`src/rtl/exc_entry_pkg.sv`:
```
package exc_entry_pkg;

  localparam int NUM_KINDS = 12;
  localparam int KIDX_W    = $clog2(NUM_KINDS);
  localparam int CODE_W    = 5;

  // Request bit positions; lower position means higher priority.
  localparam logic [KIDX_W-1:0] K_MCHECK = 4'd0;
  localparam logic [KIDX_W-1:0] K_ADDRERR = 4'd1;
  localparam logic [KIDX_W-1:0] K_TLBREFILL = 4'd2;
  localparam logic [KIDX_W-1:0] K_TLBINVAL = 4'd3;
  localparam logic [KIDX_W-1:0] K_TLBMOD = 4'd4;
  localparam logic [KIDX_W-1:0] K_COPUNUSE = 4'd5;
  localparam logic [KIDX_W-1:0] K_SYSCALL = 4'd6;
  localparam logic [KIDX_W-1:0] K_BREAK = 4'd7;
  localparam logic [KIDX_W-1:0] K_RESINSTR = 4'd8;
  localparam logic [KIDX_W-1:0] K_OVERFLOW = 4'd9;
  localparam logic [KIDX_W-1:0] K_TRAP = 4'd10;
  localparam logic [KIDX_W-1:0] K_INTR = 4'd11;

  typedef enum logic [1:0] {
    OFF_GENERAL = 2'd0,
    OFF_INTR    = 2'd1,
    OFF_REFILL  = 2'd2
  } offSel_e;

  typedef struct packed {
    logic              take;
    logic              ldBadVaddr;
    logic              ldTlb;
    logic              ldCe;
    offSel_e           offSel;
    logic [CODE_W-1:0] code;
  } entryStrobes_t;

endpackage

```
`src/rtl/exc_entry_ctrl.sv`:
```
module exc_entry_ctrl
  import exc_entry_pkg::*;
(
  input  logic                 clk,
  input  logic                 rst_n,
  input  logic [NUM_KINDS-1:0] faultReq,
  input  logic                 isStore,
  output entryStrobes_t        strobes
);

  logic [KIDX_W-1:0]    winIdx;
  logic [NUM_KINDS-1:0] grant;

  // Lowest set bit, isolated arithmetically (used to cross-check the scan).
  assign grant = faultReq & ~(faultReq - NUM_KINDS'(1));

  always_comb begin
    winIdx = '0;
    for (int i = NUM_KINDS - 1; i >= 0; i--) begin
      if (faultReq[i]) winIdx = KIDX_W'(i);
    end
  end

  always_comb begin
    strobes            = '0;
    strobes.offSel     = OFF_GENERAL;
    if (|faultReq) begin
      strobes.take = 1'b1;
      unique case (winIdx)
        K_MCHECK:    strobes.code = 5'd24;
        K_ADDRERR: begin
          strobes.code       = isStore ? 5'd5 : 5'd4;
          strobes.ldBadVaddr = 1'b1;
        end
        K_TLBREFILL: begin
          strobes.code       = isStore ? 5'd3 : 5'd2;
          strobes.ldBadVaddr = 1'b1;
          strobes.ldTlb      = 1'b1;
          strobes.offSel     = OFF_REFILL;
        end
        K_TLBINVAL: begin
          strobes.code       = isStore ? 5'd3 : 5'd2;
          strobes.ldBadVaddr = 1'b1;
          strobes.ldTlb      = 1'b1;
        end
        K_TLBMOD: begin
          strobes.code       = 5'd1;
          strobes.ldBadVaddr = 1'b1;
          strobes.ldTlb      = 1'b1;
        end
        K_COPUNUSE: begin
          strobes.code = 5'd11;
          strobes.ldCe = 1'b1;
        end
        K_SYSCALL:   strobes.code = 5'd8;
        K_BREAK:     strobes.code = 5'd9;
        K_RESINSTR:  strobes.code = 5'd10;
        K_OVERFLOW:  strobes.code = 5'd12;
        K_TRAP:      strobes.code = 5'd13;
        K_INTR: begin
          strobes.code   = 5'd0;
          strobes.offSel = OFF_INTR;
        end
        default:     strobes.code = 5'd0;
      endcase
    end
  end

  // exactly one winner, and the scan agrees with the isolated lowest bit
  a_r1_single_winner: assert property (@(posedge clk) disable iff (!rst_n)
    (|faultReq) |-> ($onehot0(grant) && grant[winIdx]));

  // address writes only come with a translation or address fault
  a_r8_tlb_implies_badv: assert property (@(posedge clk) disable iff (!rst_n)
    strobes.ldTlb |-> strobes.ldBadVaddr);

endmodule

```
`src/rtl/exc_entry_dpath.sv`:
```
module exc_entry_dpath
  import exc_entry_pkg::*;
#(
  parameter int ADDR_W = 32,
  parameter int ASID_W = 8,
  parameter int VPN_W  = 21,
  parameter int CE_W   = 2,
  parameter logic [ADDR_W-1:0] FIXED_BASE = 32'hBFC0_0200,
  localparam int VPN2_W = VPN_W - 2
) (
  input  logic                 clk,
  input  logic                 rst_n,
  input  entryStrobes_t        strobes,
  input  logic [ADDR_W-1:0]    faultPc,
  input  logic [ADDR_W-1:0]    faultVaddr,
  input  logic [ASID_W-1:0]    faultAsid,
  input  logic [VPN_W-1:0]     faultVpn,
  input  logic [CE_W-1:0]      copNum,
  input  logic                 bevMode,
  input  logic [ADDR_W-1:0]    ebaseVal,
  input  logic                 ivMode,
  input  logic                 leaveHandler,
  output logic                 redirectValid,
  output logic [ADDR_W-1:0]    redirectPc,
  output logic [CODE_W-1:0]    excCode,
  output logic [CE_W-1:0]      causeCe,
  output logic [ADDR_W-1:0]    epc,
  output logic                 statusExl,
  output logic [ADDR_W-1:0]    badVaddr,
  output logic [ASID_W-1:0]    entryHiAsid,
  output logic [VPN2_W-1:0]    entryHiVpn2,
  output logic [1:0]           entryHiVpn2x,
  output logic [VPN2_W-1:0]    contextBadVpn2
);

  logic [ADDR_W-1:0] vecBase;
  logic [ADDR_W-1:0] vecOffset;
  logic [ADDR_W-1:0] vecNext;

  always_comb begin
    vecBase = bevMode ? ebaseVal : FIXED_BASE;
    unique case (strobes.offSel)
      OFF_INTR:   vecOffset = ivMode ? ADDR_W'(12'h200) : '0;
      OFF_REFILL: vecOffset = statusExl ? ADDR_W'(12'h180) : '0;
      default:    vecOffset = ADDR_W'(12'h180);
    endcase
    vecNext = vecBase + vecOffset;
  end

  always_ff @(posedge clk) begin
    if (!rst_n) begin
      redirectValid  <= 1'b0;
      redirectPc     <= '0;
      excCode        <= '0;
      causeCe        <= '0;
      epc            <= '0;
      statusExl      <= 1'b0;
      badVaddr       <= '0;
      entryHiAsid    <= '0;
      entryHiVpn2    <= '0;
      entryHiVpn2x   <= '0;
      contextBadVpn2 <= '0;
    end else begin
      redirectValid <= strobes.take;
      if (strobes.take) begin
        redirectPc <= vecNext;
        excCode    <= strobes.code;
        epc        <= faultPc;
        statusExl  <= 1'b1;
      end else if (leaveHandler) begin
        statusExl  <= 1'b0;
      end
      if (strobes.ldBadVaddr) badVaddr <= faultVaddr;
      if (strobes.ldTlb) begin
        entryHiAsid    <= faultAsid;
        entryHiVpn2    <= faultVpn[VPN_W-1:2];
        entryHiVpn2x   <= faultVpn[1:0];
        contextBadVpn2 <= faultVpn[VPN_W-1:2];
      end
      if (strobes.ldCe) causeCe <= copNum;
    end
  end

  a_r6_valid_follows: assert property (@(posedge clk) disable iff (!rst_n)
    strobes.take |=> redirectValid);

  a_r6_valid_drops: assert property (@(posedge clk) disable iff (!rst_n)
    !strobes.take |=> !redirectValid);

  a_r7_exl_on_entry: assert property (@(posedge clk) disable iff (!rst_n)
    strobes.take |=> (statusExl && epc == $past(faultPc)));

  a_r8_badv_hold: assert property (@(posedge clk) disable iff (!rst_n)
    !strobes.ldBadVaddr |=> $stable(badVaddr));

  a_r9_tlb_hold: assert property (@(posedge clk) disable iff (!rst_n)
    !strobes.ldTlb |=> ($stable(entryHiAsid) && $stable(contextBadVpn2)));

  a_r10_ce_hold: assert property (@(posedge clk) disable iff (!rst_n)
    !strobes.ldCe |=> $stable(causeCe));

endmodule

```
`src/rtl/exc_entry_unit.sv`:
```
module exc_entry_unit
  import exc_entry_pkg::*;
#(
  parameter int ADDR_W = 32,
  parameter int ASID_W = 8,
  parameter int VPN_W  = 21,
  parameter int CE_W   = 2,
  localparam int VPN2_W = VPN_W - 2
) (
  input  logic                 clk,
  input  logic                 rst_n,
  input  logic [NUM_KINDS-1:0] faultReq,
  input  logic                 isStore,
  input  logic [ADDR_W-1:0]    faultPc,
  input  logic [ADDR_W-1:0]    faultVaddr,
  input  logic [ASID_W-1:0]    faultAsid,
  input  logic [VPN_W-1:0]     faultVpn,
  input  logic [CE_W-1:0]      copNum,
  input  logic                 bevMode,
  input  logic [ADDR_W-1:0]    ebaseVal,
  input  logic                 ivMode,
  input  logic                 leaveHandler,
  output logic                 redirectValid,
  output logic [ADDR_W-1:0]    redirectPc,
  output logic [CODE_W-1:0]    excCode,
  output logic [CE_W-1:0]      causeCe,
  output logic [ADDR_W-1:0]    epc,
  output logic                 statusExl,
  output logic [ADDR_W-1:0]    badVaddr,
  output logic [ASID_W-1:0]    entryHiAsid,
  output logic [VPN2_W-1:0]    entryHiVpn2,
  output logic [1:0]           entryHiVpn2x,
  output logic [VPN2_W-1:0]    contextBadVpn2
);

  entryStrobes_t strobes;

  exc_entry_ctrl u_ctrl (
    .clk      (clk),
    .rst_n    (rst_n),
    .faultReq (faultReq),
    .isStore  (isStore),
    .strobes  (strobes)
  );

  exc_entry_dpath #(
    .ADDR_W (ADDR_W),
    .ASID_W (ASID_W),
    .VPN_W  (VPN_W),
    .CE_W   (CE_W)
  ) u_dpath (
    .clk            (clk),
    .rst_n          (rst_n),
    .strobes        (strobes),
    .faultPc        (faultPc),
    .faultVaddr     (faultVaddr),
    .faultAsid      (faultAsid),
    .faultVpn       (faultVpn),
    .copNum         (copNum),
    .bevMode        (bevMode),
    .ebaseVal       (ebaseVal),
    .ivMode         (ivMode),
    .leaveHandler   (leaveHandler),
    .redirectValid  (redirectValid),
    .redirectPc     (redirectPc),
    .excCode        (excCode),
    .causeCe        (causeCe),
    .epc            (epc),
    .statusExl      (statusExl),
    .badVaddr       (badVaddr),
    .entryHiAsid    (entryHiAsid),
    .entryHiVpn2    (entryHiVpn2),
    .entryHiVpn2x   (entryHiVpn2x),
    .contextBadVpn2 (contextBadVpn2)
  );

endmodule

```
`config.mk`:
```
export PLATFORM = sky130hd
export DESIGN_NAME = exc_entry_unit
export DESIGN_NICKNAME = d
export VERILOG_FILES = /design/src/rtl/exc_entry_pkg.sv /design/src/rtl/exc_entry_ctrl.sv /design/src/rtl/exc_entry_dpath.sv /design/src/rtl/exc_entry_unit.sv
export SDC_FILE = /design/constraint.sdc
export NUM_CORES = 1
export LEC_CHECK = 0
export ABC_AREA = 1
export CORE_MARGIN = 5
export CORE_UTILIZATION = 30
export DETAILED_ROUTE_END_ITERATION = 6
export DONT_BUFFER_PORTS = 1
export GPL_ROUTABILITY_DRIVEN = 0
export PLACE_DENSITY = 0.55
export REMOVE_ABC_BUFFERS = 1
export SYNTH_ARGS = -nofsm -noshare
export SYNTH_HDL_FRONTEND = slang
export SYNTH_SLANG_ARGS = --single-unit
```
`constraint.sdc`:
```
create_clock -name clk -period 2.9 [get_ports clk]
set_clock_uncertainty 0.15 [all_clocks]
set_input_delay 0.29 -clock clk [delete_from_list [all_inputs] [get_ports clk]]
set_output_delay 0.29 -clock clk [all_outputs]
set_load 0.05 [all_outputs]
```
# Yosys cells after proc, flatten, opt, wreduce, memory -nomap -nowiden
# Cells that the tools add are included.
word_totals:
  regBits: 134
  inputBits: 145
op_classes:
  addsub: 1
  n_eq_ne: 13
  muxes: 26
  n_reduce_logical: 6
op_table:
  columns: ["cell", "n"]
  rows:
  - ["$pmux 32 s2", 1]
  - ["$pmux 5 s10", 1]
  - ["$mux 4", 12]
  - ["$add 32x32->32", 1]
  - ["$mux 32", 1]
  - ["$eq 4x3->1 const B", 4]
  - ["$eq 4x4->1 const B", 4]
  - ["$reduce_or 12->1", 1]
  - ["$mux 11", 1]
  - ["$mux 10", 1]
  - ["$mux 9", 1]
  - ["$eq 4x2->1 const B", 2]
  - ["$mux 1", 7]
  - ["$eq 4x1->1 const B", 1]
  - ["$logic_not 4->1", 1]
  - ["$pmux 2 s2", 1]
  - ["$reduce_or 4->1", 1]
  - ["$reduce_or 3->1", 1]
  - ["$eq 2x1->1 const B", 1]
  - ["$eq 2x2->1 const B", 1]
  - ["$reduce_bool 2->1", 1]
  - ["$reduce_or 2->1", 1]

# Depth between registers and ports, before layout
logic_depth:
  ltp_word: 19
  depth_mapped: 26

# By module
# A second synthesis with hierarchy kept.
unflattened:
  hier_cells: 909
  area_unflattened_um2: 6431.2
modules_own_cells:
  columns: ["mod", "n_inst", "cells_each", "area_each_um2", "seq_area_each_um2"]
  rows:
  - ["exc_entry_dpath", 1, 838, 6045.8, 2682.6]
  - ["exc_entry_ctrl", 1, 71, 385.4, 0.0]

# Worst setup path after synthesis
# No wires, ideal clock.
synth_timing:
  path_kind: "input to register"
  startpoint: "input faultReq[10]"
  endpoint: "register u_dpath.redirectPc[23]"
  arrival_time_ns: 2.719
  path_slack_ns: -0.028
  path_stages: 24
  path_buffers: 0
  path_cell_list: "inv_1 nand2_1 nand3_1 nand2_1 nand3_1 nand3_1 nand3_1 inv_2 nand2_1 o31ai_1 inv_1 ha_1 fa_1 nand2_1 nand2_1 nand2_2 nor2_2 nand2_1 nor3_2 nand4_1 o21ai_0 a21oi_1 a21oi_1 inv_1"
synth_between:
  elab_chain_cells: 17
synth_lines:
  columns: ["element", "line", "rtl"]
  rows:
  - ["start: declaration", "exc_entry_unit.sv:12", "input logic [NUM_KINDS-1:0] faultReq,"]
  - ["$mux 4 (11 in a row)", "exc_entry_ctrl.sv:20", "if (faultReq[i]) winIdx = KIDX_W'(i);"]
  - ["$eq 4x4->1 / $eq 4x2->1 (equally long branches)", "exc_entry_ctrl.sv:29", "unique case (winIdx)"]
  - ["$pmux 2 s2", "exc_entry_ctrl.sv:29", null]
  - ["$mux 11 (*)", "exc_entry_ctrl.sv:27", "if (|faultReq) begin"]
  - ["$eq 2x2->1 / $eq 2x1->1 (equally long branches)", "exc_entry_dpath.sv:42", "unique case (strobes.offSel)"]
  - ["$pmux 32 s2", "exc_entry_dpath.sv:42", null]
  - ["$add 32x32->32", "exc_entry_dpath.sv:47", "vecNext = vecBase + vecOffset;"]
  - ["end signal: assignment", "exc_entry_dpath.sv:66", "redirectPc <= vecNext;"]
  - ["end: declaration", "exc_entry_dpath.sv:24", "output logic [ADDR_W-1:0] redirectPc,"]
# Every way passes the cells marked *; elsewhere a longest branch is shown, timed or not.
# A chain may end at the register's enable or synchronous reset.

# Worst setup path after layout
# Same ends and word-level chain as after synthesis.

==> results.txt <==
Total Die Area: 24200 um^2
Detailed Place HPWL: 13.5 mm
Root Driver: clkbuf_16
synth warn: 0
Hold Path Stages: 3
DR vias/cell: 4.79
CTS H-tree depth: 4
Util after Layout: 0.400
total CTS buffers: 17
leakage: 0.00385 uW
Final Max Tran Viols: 0
ys async rst share: 0
io pins: 298
VDD IR max: 0.000361 V
ant diodes: 0
Worst R2R Path Depth: 15
initial antenna violation count: 0
Cell variety after synth: 40
WP data arrival: 2.79 ns
highest-count cells in the layout ignoring fill and taps: nand2_1, dfxtp_1, dlygate4sd3_1, inv_1, nor2_1
Rows: 53
Final Hold Viols: 0
FF+latch count, synth: 134
commonest non-fill, non-tap cell in the layout: nand2_1
critical path cell sequence: inv_1 -> nand2_1 -> nand3_1 -> nand2_1 -> nand3_1 -> nand3_1 -> nand3_1 -> inv_2 -> nand2_1 -> o31ai_2 -> inv_1 -> ha_1 -> fa_1 -> nand2_1 -> nand2_1 -> nand2_2 -> nor2_2 -> nand2_1 -> nor3_2 -> nand4_1 -> o21ai_0 -> a21oi_1 -> a21oi_1 -> inv_1
RSZ-0062 raised after global routing: false
average routed wire per standard cell: 16.2 um
Synth top area share: 0.422
Remaining Overflow, GRT: 0
syn_area_per_cell: 7.60 um^2
FMAX: 387 MHz
fin crit period: 2.58 ns
Port Buffers: 0
Die H: 155 um
power per cell area: 645 nW/um^2
clock-pin slew on the worst setup and hold paths: 0.06 ns
chip width: 155 um
Initial Util: 0.303
Final #Nets: 1093
buffer count from post-CTS setup fixing: 0
status: finished clean
fin crit share: 0.891
DR vias: 5902
# setup viols final: 0
worst skew pair latency: 0.41 ns
worst hold path class: primary input to flip-flop
Tot GR Track Use: 0.159
biggest area consumer among synthesized cells: dfxtp_1
Pwr Total: 5400 uW
filler instances: 2146
DRT Pass-1 Iters: 5
WS Path Type: primary input to flip-flop
largest net degree at the start of global routing: 80
critical path startpoint category: primary input
CTS max path bufs: 2
Final ANT Viol Nets: 0
Critical-path top delay cell: fa_1
number of global-route vias before repair: 5830
Max-slew headroom: 0.414
Largest stage delay, worst path: 0.38 ns
Worst path depth: 24
ys flop type: dfxtp_1
first-pass GRT wire length: 31.0 mm
max-cap violation count: 0
share of cells above drive strength 1: 0.127
Post-synth EDFFs: 0
CP Max Fanout: 3
WP buf/inv: 4
worst-margin pin slew: 0.880 ns
register area share after synthesis: 0.422
cell count after synthesis: 835
Critical Path Sink Type: flip-flop
top cells by area, synth: dfxtp_1, nand2_1, a21oi_1
delay-heaviest family, CP: simple AND/OR/NAND/NOR gates
clock tree from TritonCTS: done
post-synthesis cell area: 6350 um^2
1st-iter DRT viols: 396
drc violations: 0
cell repeated most along the worst path: nand2_1
total core area: 21000 um^2
Worst EP required: 3.11 ns
Layout area overhead: 32.0%
TritonCTS sink count: 134
final WL: 19.9 mm
logic make-up after synthesis:
logic type	count (synthesis)	synth area share
and+or+nand+nor	373	0.278
buffers and inverters	167	0.128
AOI/OAI and AO/OA	154	0.158
DFF	134	0.422
adders and majority gates	4	0.00906
xor gates and xnor gates	3	0.00414
metal layers:
layer / global-route usage / vias up / wire [um]
met5: 0 / - / 0
met4: 0.0475 / 0 / 261
met3: 0.0467 / 18 / 1470
met2: 0.268 / 209 / 9630
met1: 0.196 / 2703 / 8540
li1: - / 2972 / -
repair_timing:
item / 4_1_cts / 5_1_grt
setup endpoints to repair: 0 / 3
hold buffers: 113 / 0
gates resized for setup: 0 / 1
hold endpoints to repair: 126 / 0
layout make-up:
type | instances | area [um^2] | share of cell area
Multi-Input combinational cell | 534 | 2870 | 0.343
Sequential cell | 134 | 2680 | 0.320
Timing Repair Buffer | 160 | 1530 | 0.182
Clock buffer | 17 | 425 | 0.0508
Inverter | 97 | 364 | 0.0434
Tap cell | 275 | 344 | 0.0411
Clock inverter | 15 | 166 | 0.0199
stage by stage:
| step | instances | hold WS, ns | area [um^2] | setup WS, ns | setup TNS, ns |
|---|---|---|---|---|---|
| final | 1232 | 0.0261 | 8380 | 0.317 | 0 |
| after global routing | 1232 | 0.0397 | 8380 | 0.0162 | 0 |
| after CTS | 1232 | 0.00216 | 8380 | 0.255 | 0 |
| after detailed placement | 1087 | 0.255 | 6640 | -0.171 | -0.893 |
| after global placement | 1087 | 0.249 | 6640 | -0.100 | -0.236 |
| after floorplan | 765 | 0.243 | 5900 | -0.0759 | -0.0977 |
registers in the layout, indices dropped and copies added (netlist names):
signal and flops:
u_dpath.entryHiAsid 8, u_dpath.redirectValid 1, u_dpath.entryHiVpn2x 2, u_dpath.contextBadVpn2 19
u_dpath.causeCe 2, u_dpath.badVaddr 32, u_dpath.redirectPc 32, u_dpath.epc 32
u_dpath.statusExl 1, u_dpath.excCode 5
worst register-to-register path: stages (launching register included):
cell     delay, ns
dfxtp_1       0.32
o31ai_2       0.25
inv_1         0.11
ha_1          0.23
fa_1          0.38
nand2_1       0.10
nand2_1       0.06
nand2_2       0.11
nor2_2        0.05
nand2_1       0.09
nor3_2        0.06
nand4_1       0.09
o21ai_0       0.08
a21oi_1       0.18
a21oi_1       0.05
inv_1         0.07
synth_stat cells (all sizes together) (3+ instances only):
cell      n
dfxtp   134
a32o     11
nand3    68
nor2     97
or2       7
o21ai    17
nor3     11
clkbuf   13
ha        3
nand4     9
buf      57
a21oi    71
a22o     34
nand2   150
nand3b   30
o211ai    9
inv      97
path summary, 6_finish.rpt:
check / slack [ns] / startpoint / end
max: 0.32 / faultReq[10] / u_dpath.redirectPc[23]$_SDFFE_PN0P_
min: 0.03 / ebaseVal[13] / u_dpath.redirectPc[13]$_SDFFE_PN0P_
max reg2reg: 0.46 / u_dpath.statusExl$_SDFFE_PN0P_ / u_dpath.redirectPc[23]$_SDFFE_PN0P_
min reg2reg: 0.41 / u_dpath.contextBadVpn2[1]$_SDFFE_PN0P_ / u_dpath.contextBadVpn2[1]$_SDFFE_PN0P_
power by group:
part           total, uW  leakage (uW)  internal [uW]  switching, uW
sequential          2460       0.00111           1970            483
clock               2180      0.000287           1290            896
combinational        765       0.00245            306            459
Power figures use the tool's default switching activity.
